`config.mk`:
```
export PLATFORM = sky130hd
export DESIGN_NAME = pwm_deadband
export DESIGN_NICKNAME = d
export VERILOG_FILES = /design/src/rtl/pwm_dt_pkg.sv /design/src/rtl/pwm_dt_edge.sv /design/src/rtl/pwm_dt_prescale.sv /design/src/rtl/pwm_dt_counter.sv /design/src/rtl/pwm_dt_pinmux.sv /design/src/rtl/pwm_deadband.sv
export SDC_FILE = /design/constraint.sdc
export NUM_CORES = 1
export LEC_CHECK = 0
export CORE_MARGIN = 2
export CORE_UTILIZATION = 45
export CTS_CLUSTER_DIAMETER = 100
export DETAILED_ROUTE_END_ITERATION = 8
export PLACE_DENSITY = 0.71
export SETUP_SLACK_MARGIN = 0.02
export SLEW_MARGIN = 20
export SYNTH_ARGS = -nofsm -noshare
export SYNTH_HDL_FRONTEND = slang
export SYNTH_SLANG_ARGS = --single-unit
export TNS_END_PERCENT = 1
```
`constraint.sdc`:
```
create_clock -name clk_i -period 4.4 [get_ports clk_i]
set_input_delay 0.88 -clock clk_i [delete_from_list [all_inputs] [get_ports clk_i]]
set_output_delay 0.88 -clock clk_i [all_outputs]
set_load 0.005 [all_outputs]
```
`src/rtl/pwm_dt_pkg.sv`:
```
package pwm_dt_pkg;
  typedef enum logic [1:0] {
    OVR_PWM   = 2'b00,
    OVR_LOW   = 2'b01,
    OVR_HIGH  = 2'b10,
    OVR_PWM_B = 2'b11
  } ovr_e;

  localparam int unsigned NUM_PINS = 2;
  localparam int unsigned PIN_HI   = 0;
  localparam int unsigned PIN_LO   = 1;
endpackage

```
`src/rtl/pwm_dt_edge.sv`:
```
module pwm_dt_edge (
  input  logic clk_i,
  input  logic rst_ni,
  input  logic duty_i,
  output logic level_o,
  output logic edge_o
);
  logic level_q;

  always_ff @(posedge clk_i or negedge rst_ni) begin
    if (!rst_ni) level_q <= 1'b0;
    else         level_q <= duty_i;
  end

  assign edge_o  = duty_i ^ level_q;
  assign level_o = level_q;
endmodule

```
`src/rtl/pwm_dt_prescale.sv`:
```
module pwm_dt_prescale #(
  parameter int unsigned PRE_W = 2
) (
  input  logic             clk_i,
  input  logic             rst_ni,
  input  logic             clr_i,
  input  logic             run_i,
  input  logic [PRE_W-1:0] sel_i,
  output logic             tick_o
);
  localparam int unsigned CW = (1 << PRE_W) - 1;

  logic [CW-1:0] pre_q;
  logic [CW-1:0] lim;

  // limit = 2^sel - 1
  always_comb begin
    lim = '0;
    for (int i = 0; i < CW; i++) begin
      if (i < int'(sel_i)) lim[i] = 1'b1;
    end
  end

  assign tick_o = run_i && (pre_q == lim);

  always_ff @(posedge clk_i or negedge rst_ni) begin
    if (!rst_ni)     pre_q <= '0;
    else if (clr_i)  pre_q <= '0;
    else if (!run_i) pre_q <= '0;
    else if (tick_o) pre_q <= '0;
    else             pre_q <= pre_q + 1'b1;
  end
endmodule

```
`src/rtl/pwm_dt_counter.sv`:
```
module pwm_dt_counter #(
  parameter int unsigned CNT_W = 6
) (
  input  logic             clk_i,
  input  logic             rst_ni,
  input  logic             load_i,
  input  logic [CNT_W-1:0] val_i,
  input  logic             tick_i,
  output logic [CNT_W-1:0] cnt_o
);
  logic [CNT_W-1:0] cnt_q;

  always_ff @(posedge clk_i or negedge rst_ni) begin
    if (!rst_ni)                     cnt_q <= '0;
    else if (load_i)                 cnt_q <= val_i;
    else if (tick_i && cnt_q != '0)  cnt_q <= cnt_q - 1'b1;
  end

  assign cnt_o = cnt_q;
endmodule

```
`src/rtl/pwm_dt_pinmux.sv`:
```
module pwm_dt_pinmux
  import pwm_dt_pkg::*;
(
  input  logic       indep_i,
  input  logic       level_i,
  input  logic       busy_i,
  input  logic [1:0] ovr_hi_i,
  input  logic [1:0] ovr_lo_i,
  output logic       hi_o,
  output logic       lo_o
);
  logic [NUM_PINS-1:0] comp;
  logic [NUM_PINS-1:0] pin;
  logic [1:0]          ovr [NUM_PINS];

  assign ovr[PIN_HI]  = ovr_hi_i;
  assign ovr[PIN_LO]  = ovr_lo_i;
  assign comp[PIN_HI] = level_i & ~busy_i;
  assign comp[PIN_LO] = ~level_i & ~busy_i;

  for (genvar g = 0; g < NUM_PINS; g++) begin : g_pin
    always_comb begin
      if (!indep_i) begin
        pin[g] = comp[g];
      end else begin
        unique case (ovr_e'(ovr[g]))
          OVR_LOW:  pin[g] = 1'b0;
          OVR_HIGH: pin[g] = 1'b1;
          default:  pin[g] = level_i;
        endcase
      end
    end
  end

  assign hi_o = pin[PIN_HI];
  assign lo_o = pin[PIN_LO];
endmodule

```
`src/rtl/pwm_deadband.sv`:
```
module pwm_deadband #(
  parameter int unsigned CNT_W = 6,
  parameter int unsigned PRE_W = 2
) (
  input  logic             clk_i,
  input  logic             rst_ni,
  input  logic             duty_i,
  input  logic             cfg_we_i,
  input  logic [PRE_W-1:0] pre_sel_i,
  input  logic [CNT_W-1:0] dt_val_i,
  input  logic             indep_i,
  input  logic [1:0]       ovr_hi_i,
  input  logic [1:0]       ovr_lo_i,
  output logic             hi_o,
  output logic             lo_o
);
  logic [CNT_W-1:0] dt_q;
  logic [PRE_W-1:0] sel_q;
  logic [CNT_W-1:0] cnt_q;
  logic             level_s, edge_s, tick_s, busy_s;

  always_ff @(posedge clk_i or negedge rst_ni) begin
    if (!rst_ni) begin
      dt_q  <= '0;
      sel_q <= '0;
    end else if (cfg_we_i) begin
      dt_q  <= dt_val_i;
      sel_q <= pre_sel_i;
    end
  end

  pwm_dt_edge u_edge (
    .clk_i   (clk_i),
    .rst_ni  (rst_ni),
    .duty_i  (duty_i),
    .level_o (level_s),
    .edge_o  (edge_s)
  );

  assign busy_s = |cnt_q;

  pwm_dt_prescale #(.PRE_W(PRE_W)) u_pre (
    .clk_i  (clk_i),
    .rst_ni (rst_ni),
    .clr_i  (edge_s | cfg_we_i),
    .run_i  (busy_s),
    .sel_i  (sel_q),
    .tick_o (tick_s)
  );

  pwm_dt_counter #(.CNT_W(CNT_W)) u_cnt (
    .clk_i  (clk_i),
    .rst_ni (rst_ni),
    .load_i (edge_s),
    .val_i  (dt_q),
    .tick_i (tick_s),
    .cnt_o  (cnt_q)
  );

  pwm_dt_pinmux u_mux (
    .indep_i  (indep_i),
    .level_i  (level_s),
    .busy_i   (busy_s),
    .ovr_hi_i (ovr_hi_i),
    .ovr_lo_i (ovr_lo_i),
    .hi_o     (hi_o),
    .lo_o     (lo_o)
  );
endmodule

```
* Word-level counts from Yosys, hierarchy flattened *
Cells that the tools add are included.

word-level totals
  bits in registers = 18
  input bits = 17
  word-level logic and storage cells = 38

cells by class
  $add $sub $neg = 2
  order comparisons = 3
  equality and inequality tests = 5
  muxes and demuxes = 12
  bitwise operators = 6
  reductions and logical operators = 5

operators with widths
  kind                 number
  $mux 6               2
  $mux 3               3
  $reduce_bool 6->1    1
  $reduce_or 6->1      1
  $sub 6x1->6 const B  1
  $mux 1               5
  $eq 2x1->1 const B   2
  $eq 2x2->1 const B   2
  $lt 1x2->1 const A   2
  $pmux 1 s2           2
  $add 3x1->3 const B  1
  $eq 3x3->1           1
  $and 1x1->1          2
  $logic_and 1x1->1    2
  $lt 2x2->1 const A   1
  $not 1->1            2
  $reduce_bool 2->1    1
  $or 1x1->1           1
  $xor 1x1->1          1

* Longest topological paths before layout *
Gate-level depths: netlist of the first run.

  depth after elaboration = 7
  mapped depth = 6
  mapped depth without buffers = 6

* Hierarchy *
Synthesis of the first run repeated with hierarchy kept, for this count alone.

unflattened totals
  cell total of the unflattened synthesis = 93
  area total of the unflattened synthesis = 1064.8 um^2

modules (own cells, without submodules)
  module           instances  cells each  area an instance (um^2)
  pwm_dt_counter   1          42          407.9
  pwm_deadband     1          21          351.6
  pwm_dt_prescale  1          16          186.4
  pwm_dt_pinmux    1          12          85.1
  pwm_dt_edge      1          2           33.8

* Worst setup path after synthesis of the first run *
Ideal clock, no wire load.

  kind = input to output
  from = input ovr_lo_i[0]
  to = output lo_o
  arrival time = 1608 ps
  data required time = 3520 ps
  path slack = 1912 ps
  stages on the path = 5
  path buffers = 0
  cell sequence = inv_1 -> ha_1 -> mux2_2 -> nand2_1 -> o31ai_1

on the way
  cells in the longest elaborated chain, start to end = 3

RTL lines
  what                                             line                 source
  from (decl)                                      pwm_deadband.sv:13   input logic [1:0] ovr_lo_i,
  $eq 2x2->1 / $eq 2x1->1 (equally long branches)  pwm_dt_pinmux.sv:26  unique case (ovr_e'(ovr[g]))
  $pmux 1 s2 *                                     pwm_dt_pinmux.sv:26
  $mux 1 *                                         pwm_dt_pinmux.sv:23  if (!indep_i) begin
  to (decl)                                        pwm_deadband.sv:15   output logic lo_o

Mark *: on every way between the ends. The rest lies on a longest branch, timed or not.

* Final worst setup path of the first run *
Same ends and word-level chain as after synthesis.

==> reports/qor.csv, run 1 <==
stage;metric;value;unit
status;status;completed;
synthesis;post-synthesis cell area;956;um2
synthesis;post-synth cell types;24;
sta;RSZ-0062 raised after global routing;no;
synthesis;synthesized flop and latch total;18;
sta;Max Clk Rate;0.292;GHz
synthesis;Net Count, Synth;116;
cts;# hold bufs at CTS;0;
final_layout;n_diodes;0;
global_route;largest net degree at the start of global routing;19;
sta;final hold vios;0;
critical_path;CP max stage cell;clkdlybuf4s50_1;
sta;setup TNS;0;ns
critical_path;CP Capture Type;primary output;
global_route;Overflow after GRT;0;
cts;CTS tree;built;
cts;cell chosen for the clock root;clkbuf_4;
die;core area;0.00198;mm2
cts;clock-pin transition on the worst setup and hold timing paths;0.09;ns
worst_hold_path;class of the worst hold path;register to register;
power;P per Cell Area;323;mW/mm2
route;Antenna Nets Post-Route;0;
global_route;Tot GR Track Use;16.3;%
synthesis;sequential fraction of the synthesis area;47.1;%
cts;CTS buffer count;3;
die;# rows;16;
final_layout;Final nets;138;
sta;crit path time final;3.42;ns
die;die height;50.1;um
power;Worst VDD drop;0.253;mV
placement;gpl congestion;0.771;
global_route;global-route wire length before repair;3170;um
critical_path;Crit path depth;7;
global_route;number of global-route vias before repair;769;
critical_path;Crit path buffers/inverters;3;
die;Die W;50.1;um
die;initial core utilization;48.2;%
critical_path;crit-path leading delay family;buffers and inverters;
critical_path;R2R cell count;5;
route;vias;735;
placement;final HPWL from detailed placement;1310;um
critical_path;crit start category;primary input;
final_layout;Layout fillers;182;
route;WL/cell;12.0;um
placement;Port Buffer Count;18;
die;Top Ports;19;
sta;Final setup viols;0;
route;DR DRC count;0;
sta;Slew @ Worst Pin;0.787;ns
cts;Resized Gates After CTS;0;
critical_path;crit-path most repeated cell;clkdlybuf4s50_1;
cts;htree depth;1;
route;Initial DRC Count;6;
die;Die ar.;0.00251;mm2
critical_path;CP arrival;2.54;ns
synthesis;synthesized netlist cell count;94;
global_route;initial antenna violation count;0;
job;Max Cap Viol;0;
route;DR vias/cell;5.21;
cts;clk_lat worst skew;0.28;ns
route;drt pass-1 iters;4;
worst_hold_path;hold depth;2;
sta;crit share post-route;77.7;%
critical_path;CP max FO;1;
cts;clock tree buffer depth;2;
sta;Worst slew margin;47.4;%
final_layout;Layout area overhead;24.3;%
final_layout;share of cells above drive strength 1;13.2;%
critical_path;CP cell instances;clkdlybuf4s50_1, inv_1, ha_1, mux2_2, nand2_1, o31ai_1, clkdlybuf4s50_1;
critical_path;Worst path max stage delay;0.46;ns
synthesis;syn_area_per_cell;10.2;um2
sta;Final Max Slew Viols;0;
power;Design Power;0.384;mW
power;Leak;0.498;nW
synthesis;Synthesis Warnings;0;
cts;Setup Buffers After CTS;0;
critical_path;CP Data Required Time;3.52;ns
cts;clock net sink count;18;
critical_path;Setup CP Type;primary input to primary output;
sta;clock skew;0.00794;ns
route;final wirelength;1690;um
==> layer usage <==
layer | vias up | track usage (%) | share of wire, %
li1 | 371 | - | -
met1 | 345 | 20.5 | 47
met2 | 17 | 27.4 | 47
met3 | 2 | 1.82 | 4.4
met4 | 0 | 7.87 | 1.2
met5 | - | 0 | 0
==> synthesized netlist by cell type (all sizes together) <==
| master | count | share of area (%) |
|---|---|---|
| a2111oi | 1 | 2.9 |
| a21oi | 1 | 0.52 |
| a311oi | 1 | 0.92 |
| a31oi | 3 | 2.0 |
| clkbuf | 1 | 0.39 |
| dfrtp | 18 | 47 |
| ha | 5 | 6.5 |
| inv | 7 | 2.7 |
| mux2 | 8 | 9.4 |
| nand2 | 9 | 3.5 |
| nand3 | 4 | 2.1 |
| nand4 | 2 | 1.3 |
| nor2 | 13 | 5.4 |
| nor3 | 1 | 0.52 |
| o21ai | 7 | 3.7 |
| o22ai | 2 | 1.3 |
| o31ai | 2 | 1.6 |
| o41ai | 1 | 0.92 |
| or2 | 2 | 1.6 |
| or4b | 1 | 1.0 |
| xnor2 | 3 | 2.7 |
| xor2 | 2 | 1.8 |
==> flip-flops by register name, indices dropped and copies added (netlist names) <==
signal,cells
u_edge.level_o,1
u_cnt.cnt_o,6
dt_q,6
u_pre.pre_q,3
sel_q,2
==> worst min-delay path, delay by kind of cell (launching register included) <==
kind	cells	cell delay [ns]
AO/OA/AOI/OAI	1	0.07
flip-flops	1	0.36
AND/OR/NAND/NOR	1	0.05
==> cells in the final DEF, fill, tap and decap left out, types with 3 or more instances in the layout <==
cell             synthesis  layout
clkdlybuf4s50_1          0      18
xnor2_1                  3       3
nand2_1                  9       9
nor2_1                  12      12
mux2_2                   8       8
nand3_1                  4       4
ha_1                     5       5
inv_1                    7       7
o21ai_0                  7       7
clkbuf_4                 0       3
a31oi_1                  3       3
dfrtp_1                 18      18
==> layout make-up <==
class                      instances  area, um2  share of cell area (%)
clock buffer                       3       22.5                    1.89
inverter                           7       26.3                    2.21
tap                               27       33.8                    2.84
multi-input combinational         68        475                    40.0
timing repair buffer              18        180                    15.2
sequential                        18        450                    37.9
==> cells by family (layout without fill, tap and decap cells) <==
family                     Yosys count  count (layout)  synth area share [%]
buffers and inverters                8              28                  3.14
adders and majority gates            5               5                  6.54
AOI/OAI and AO/OA                   18              18                  13.7
and+or+nand+nor                     32              32                  15.4
muxes                                8               8                  9.42
xor gates and xnor gates             5               5                  4.58
DFF                                 18              18                  47.1
==> through the flow <==
| stage | worst slack (ns) | util (%) | area (um2) | hold WS, ns | cells |
|---|---|---|---|---|---|
| floorplan | 1.91 | - | 956 | 0.446 | 94 |
| global route | 0.899 | 60.0 | 1190 | 0.539 | 141 |
| CTS | 0.961 | 60.0 | 1190 | 0.513 | 141 |
| finish | 0.981 | 60.0 | 1190 | 0.514 | 141 |
| global placement | 1.00 | 58.8 | 1170 | 0.465 | 138 |
| detailed placement | 0.968 | 58.8 | 1170 | 0.490 | 138 |
==> power breakdown <==
part	switching [mW]	internal, mW	total, mW
sequential	0.0197	0.187	0.206
clock	0.0457	0.0317	0.0774
combinational	0.0482	0.0519	0.100
==> worst paths after layout <==
check	startpoint	end	slack (ns)
hold reg to reg	dt_q[0]$_DFFE_PN0P_	u_cnt.cnt_o[0]$_DFFE_PN0P_	0.51
max in group asynchronous	rst_ni	dt_q[2]$_DFFE_PN0P_	2.86
min in group asynchronous	rst_ni	u_cnt.cnt_o[2]$_DFFE_PN0P_	1.05
setup reg to reg	sel_q[0]$_DFFE_PN0P_	u_cnt.cnt_o[4]$_DFFE_PN0P_	2.50
setup / recovery	ovr_lo_i[0]	lo_o	0.98
hold / removal	dt_q[0]$_DFFE_PN0P_	u_cnt.cnt_o[0]$_DFFE_PN0P_	0.51
Note: power is estimated with default switching activity, not from simulation.
==> inputs of run 2 (changes only) <==
--- a/config.mk
+++ b/config.mk
@@ -9,7 +9,7 @@
 export CORE_UTILIZATION = 45
 export CTS_CLUSTER_DIAMETER = 100
 export DETAILED_ROUTE_END_ITERATION = 8
-export PLACE_DENSITY = 0.71
+export PLACE_DENSITY = 0.74
 export SETUP_SLACK_MARGIN = 0.02
 export SLEW_MARGIN = 20
 export SYNTH_ARGS = -nofsm -noshare
==> constraint.sdc (replaced) <==
create_clock -name clk_i -period 3.1 [get_ports clk_i]
set_input_delay 0.62 -clock clk_i [delete_from_list [all_inputs] [get_ports clk_i]]
set_output_delay 0.62 -clock clk_i [all_outputs]
set_load 0.005 [all_outputs]
==> reports/qor.csv, run 2 (synthesis gave the netlist of run 1 again) <==
stage;metric;value;unit;change
status;status;completed;;unchanged
global_route;grt met1 use;20.2;%;was 20.5%
global_route;Overflow after GRT;0;;unchanged
power;Leak;0.503;nW;was 0.498 nW
power;Psw;0.163;mW;was 0.114 mW
final_layout;Layout fillers;159;;was 182
final_layout;Final nets;139;;was 138
power;P per Cell Area;458;mW/mm2;was 323 mW/mm2
route;vias;745;;was 735
cts;htree depth;1;;unchanged
die;Top Ports;19;;unchanged
power;Worst VDD drop;0.278;mV;was 0.253 mV
power;combinational fraction of design power;26.4;%;was 26.1%
sta;setup TNS;0;ns;unchanged
critical_path;crit-path leading delay family;buffers and inverters;;unchanged
route;drt pass-1 iters;4;;unchanged
sta;Slew @ Worst Pin;0.786;ns;was 0.787 ns
power;Switching Fraction;29.8;%;was 29.6%
power;cell internal pwr;0.385;mW;was 0.270 mW
power;Flop pwr share;53.3;%;was 53.8%
route;Initial DRC Count;9;;was 6
global_route;busiest grt layer;met2;;unchanged
sta;crit path time final;2.89;ns;
power;power share of the clock group;20.3;%;was 20.2%
sta;clock skew;0.00133;ns;was 0.00794 ns
global_route;global-route wire length before repair;3240;um;was 3170 um
die;initial core utilization;48.2;%;unchanged
global_route;met2 Resource Use GR;28.7;%;was 27.4%
sta;final hold vios;0;;unchanged
cts;# hold bufs at CTS;0;;unchanged
critical_path;CP max FO;1;;unchanged
die;Die ar.;0.00251;mm2;unchanged
route;WL/cell;12.4;um;was 12.0 um
placement;final HPWL from detailed placement;1340;um;was 1310 um
critical_path;CP max stage cell;clkdlybuf4s50_1;;unchanged
die;# rows;16;;unchanged
die;die height;50.1;um;unchanged
critical_path;CP cell instances;clkdlybuf4s50_1, inv_1, ha_1, mux2_2, nand2_1, o31ai_1, clkdlybuf4s50_1;;unchanged
route;DR DRC count;0;;unchanged
cts;clock net sink count;18;;unchanged
global_route;largest net degree at the start of global routing;19;;unchanged
cts;CTS tree;built;;unchanged
critical_path;crit-path most repeated cell;clkdlybuf4s50_1;;unchanged
route;final wirelength;1760;um;was 1690 um
critical_path;CP Data Required Time;2.48;ns;was 3.52 ns
final_layout;share of cells above drive strength 1;13.9;%;was 13.2%
critical_path;Setup CP Type;primary input to primary output;;unchanged
critical_path;CP Capture Type;primary output;;unchanged
placement;Port Buffer Count;18;;unchanged
sta;Worst slew margin;47.4;%;about the same
job;Max Cap Viol;0;;unchanged
final_layout;most frequent cells in the layout;18 x dfrtp_1, 18 x clkdlybuf4s50_1, 12 x nor2_1;;unchanged
die;Die W;50.1;um;unchanged
route;DR vias/cell;5.25;;was 5.21
worst_hold_path;class of the worst hold path;register to register;;unchanged
final_layout;Layout area overhead;25.1;%;was 24.3%
cts;clock-pin transition on the worst setup and hold timing paths;0.09;ns;about the same
global_route;initial antenna violation count;0;;unchanged
critical_path;Worst path max stage delay;0.45;ns;was 0.46 ns
sta;crit share post-route;93.1;%;
sta;RSZ-0062 raised after global routing;no;;unchanged
critical_path;CP arrival;2.27;ns;was 2.54 ns
cts;Resized Gates After CTS;0;;unchanged
final_layout;utilization after layout;60.4;%;was 60.0%
cts;Setup Buffers After CTS;0;;unchanged
sta;Final setup viols;0;;unchanged
global_route;number of global-route vias before repair;783;;was 769
global_route;Tot GR Track Use;17.0;%;was 16.3%
placement;gpl congestion;0.793;;was 0.771
cts;cell chosen for the clock root;clkbuf_4;;unchanged
final_layout;n_diodes;0;;unchanged
route;Antenna Nets Post-Route;0;;unchanged
cts;clock tree buffer depth;2;;unchanged
cts;clk_lat worst skew;0.29;ns;was 0.28 ns
cts;CTS buffer count;3;;unchanged
die;core area;0.00198;mm2;unchanged
critical_path;Crit path buffers/inverters;3;;unchanged
critical_path;crit start category;primary input;;unchanged
sta;Max Clk Rate;0.346;GHz;
sta;Final Max Slew Viols;0;;unchanged
global_route;met3 Use GR;2.12;%;was 1.82%
run 2: cell types whose count changed in the layout (fill, tap and decap cells not counted), sizes merged:
| cell | previous run | this run |
|---|---|---|
| buf | 0 | 1 |
run 2: worst paths after layout:
kind	start	endpoint	slack [ns]	depth (start not counted)
max reg2reg	sel_q[0]$_DFFE_PN0P_	u_cnt.cnt_o[4]$_DFFE_PN0P_	1.15	5
min reg2reg	dt_q[0]$_DFFE_PN0P_	u_cnt.cnt_o[0]$_DFFE_PN0P_	0.50	2
min in group asynchronous	rst_ni	dt_q[2]$_DFFE_PN0P_	0.78	1
max in group asynchronous	rst_ni	dt_q[4]$_DFFE_PN0P_	1.83	1
min	dt_q[0]$_DFFE_PN0P_	u_cnt.cnt_o[0]$_DFFE_PN0P_	0.50	2
max	ovr_lo_i[0]	lo_o	0.21	7
run 2: layout make-up:
class,count,area [um2],share of cell area [%]
well taps,27,33.8,2.82
flip-flops and latches,18,450,37.7
multi-input cells,68,475,39.7
repair buffers,19,188,15.7
inverters,7,26.3,2.20
clock buffers,3,22.5,1.88
run 2: routing by layer:
layer / share of wire [%] / up-vias / wire (um)
met2: 49 / 19 / 864
li1: - / 372 / -
met3: 4.0 / 5 / 70
met1: 44 / 349 / 775
met5: 0 / - / 0
met4: 2.7 / 0 / 47
run 2: worst min-delay path, stage by stage, from the launching register on:
cell and delay, ns:
dfrtp_1 0.35, nand2_1 0.05, o21ai_0 0.06
run 2: per-stage QoR:
stage | power (mW) | cell area (um2) | hold slack (ns) | instances | setup WS, ns
floorplan | 0.386 | 956 | 0.324 | 94 | 1.13
global placement | 0.435 | 1170 | 0.458 | 139 | 0.223
detailed placement | 0.441 | 1170 | 0.475 | 139 | 0.197
CTS | 0.555 | 1200 | 0.499 | 142 | 0.196
global route | 0.592 | 1200 | 0.533 | 142 | 0.121
finish | 0.548 | 1200 | 0.499 | 142 | 0.213
run 2: power by group through the flow:
stage          Sequential (mW)  Clock [mW]  Combinational [mW]
6_report                 0.292       0.111               0.145
5_1_grt                  0.297       0.129               0.166
4_1_cts                  0.292       0.118               0.146
3_5_place_dp             0.296           0               0.144
3_3_place_gp             0.294           0               0.141
2_1_floorplan            0.289           0              0.0971
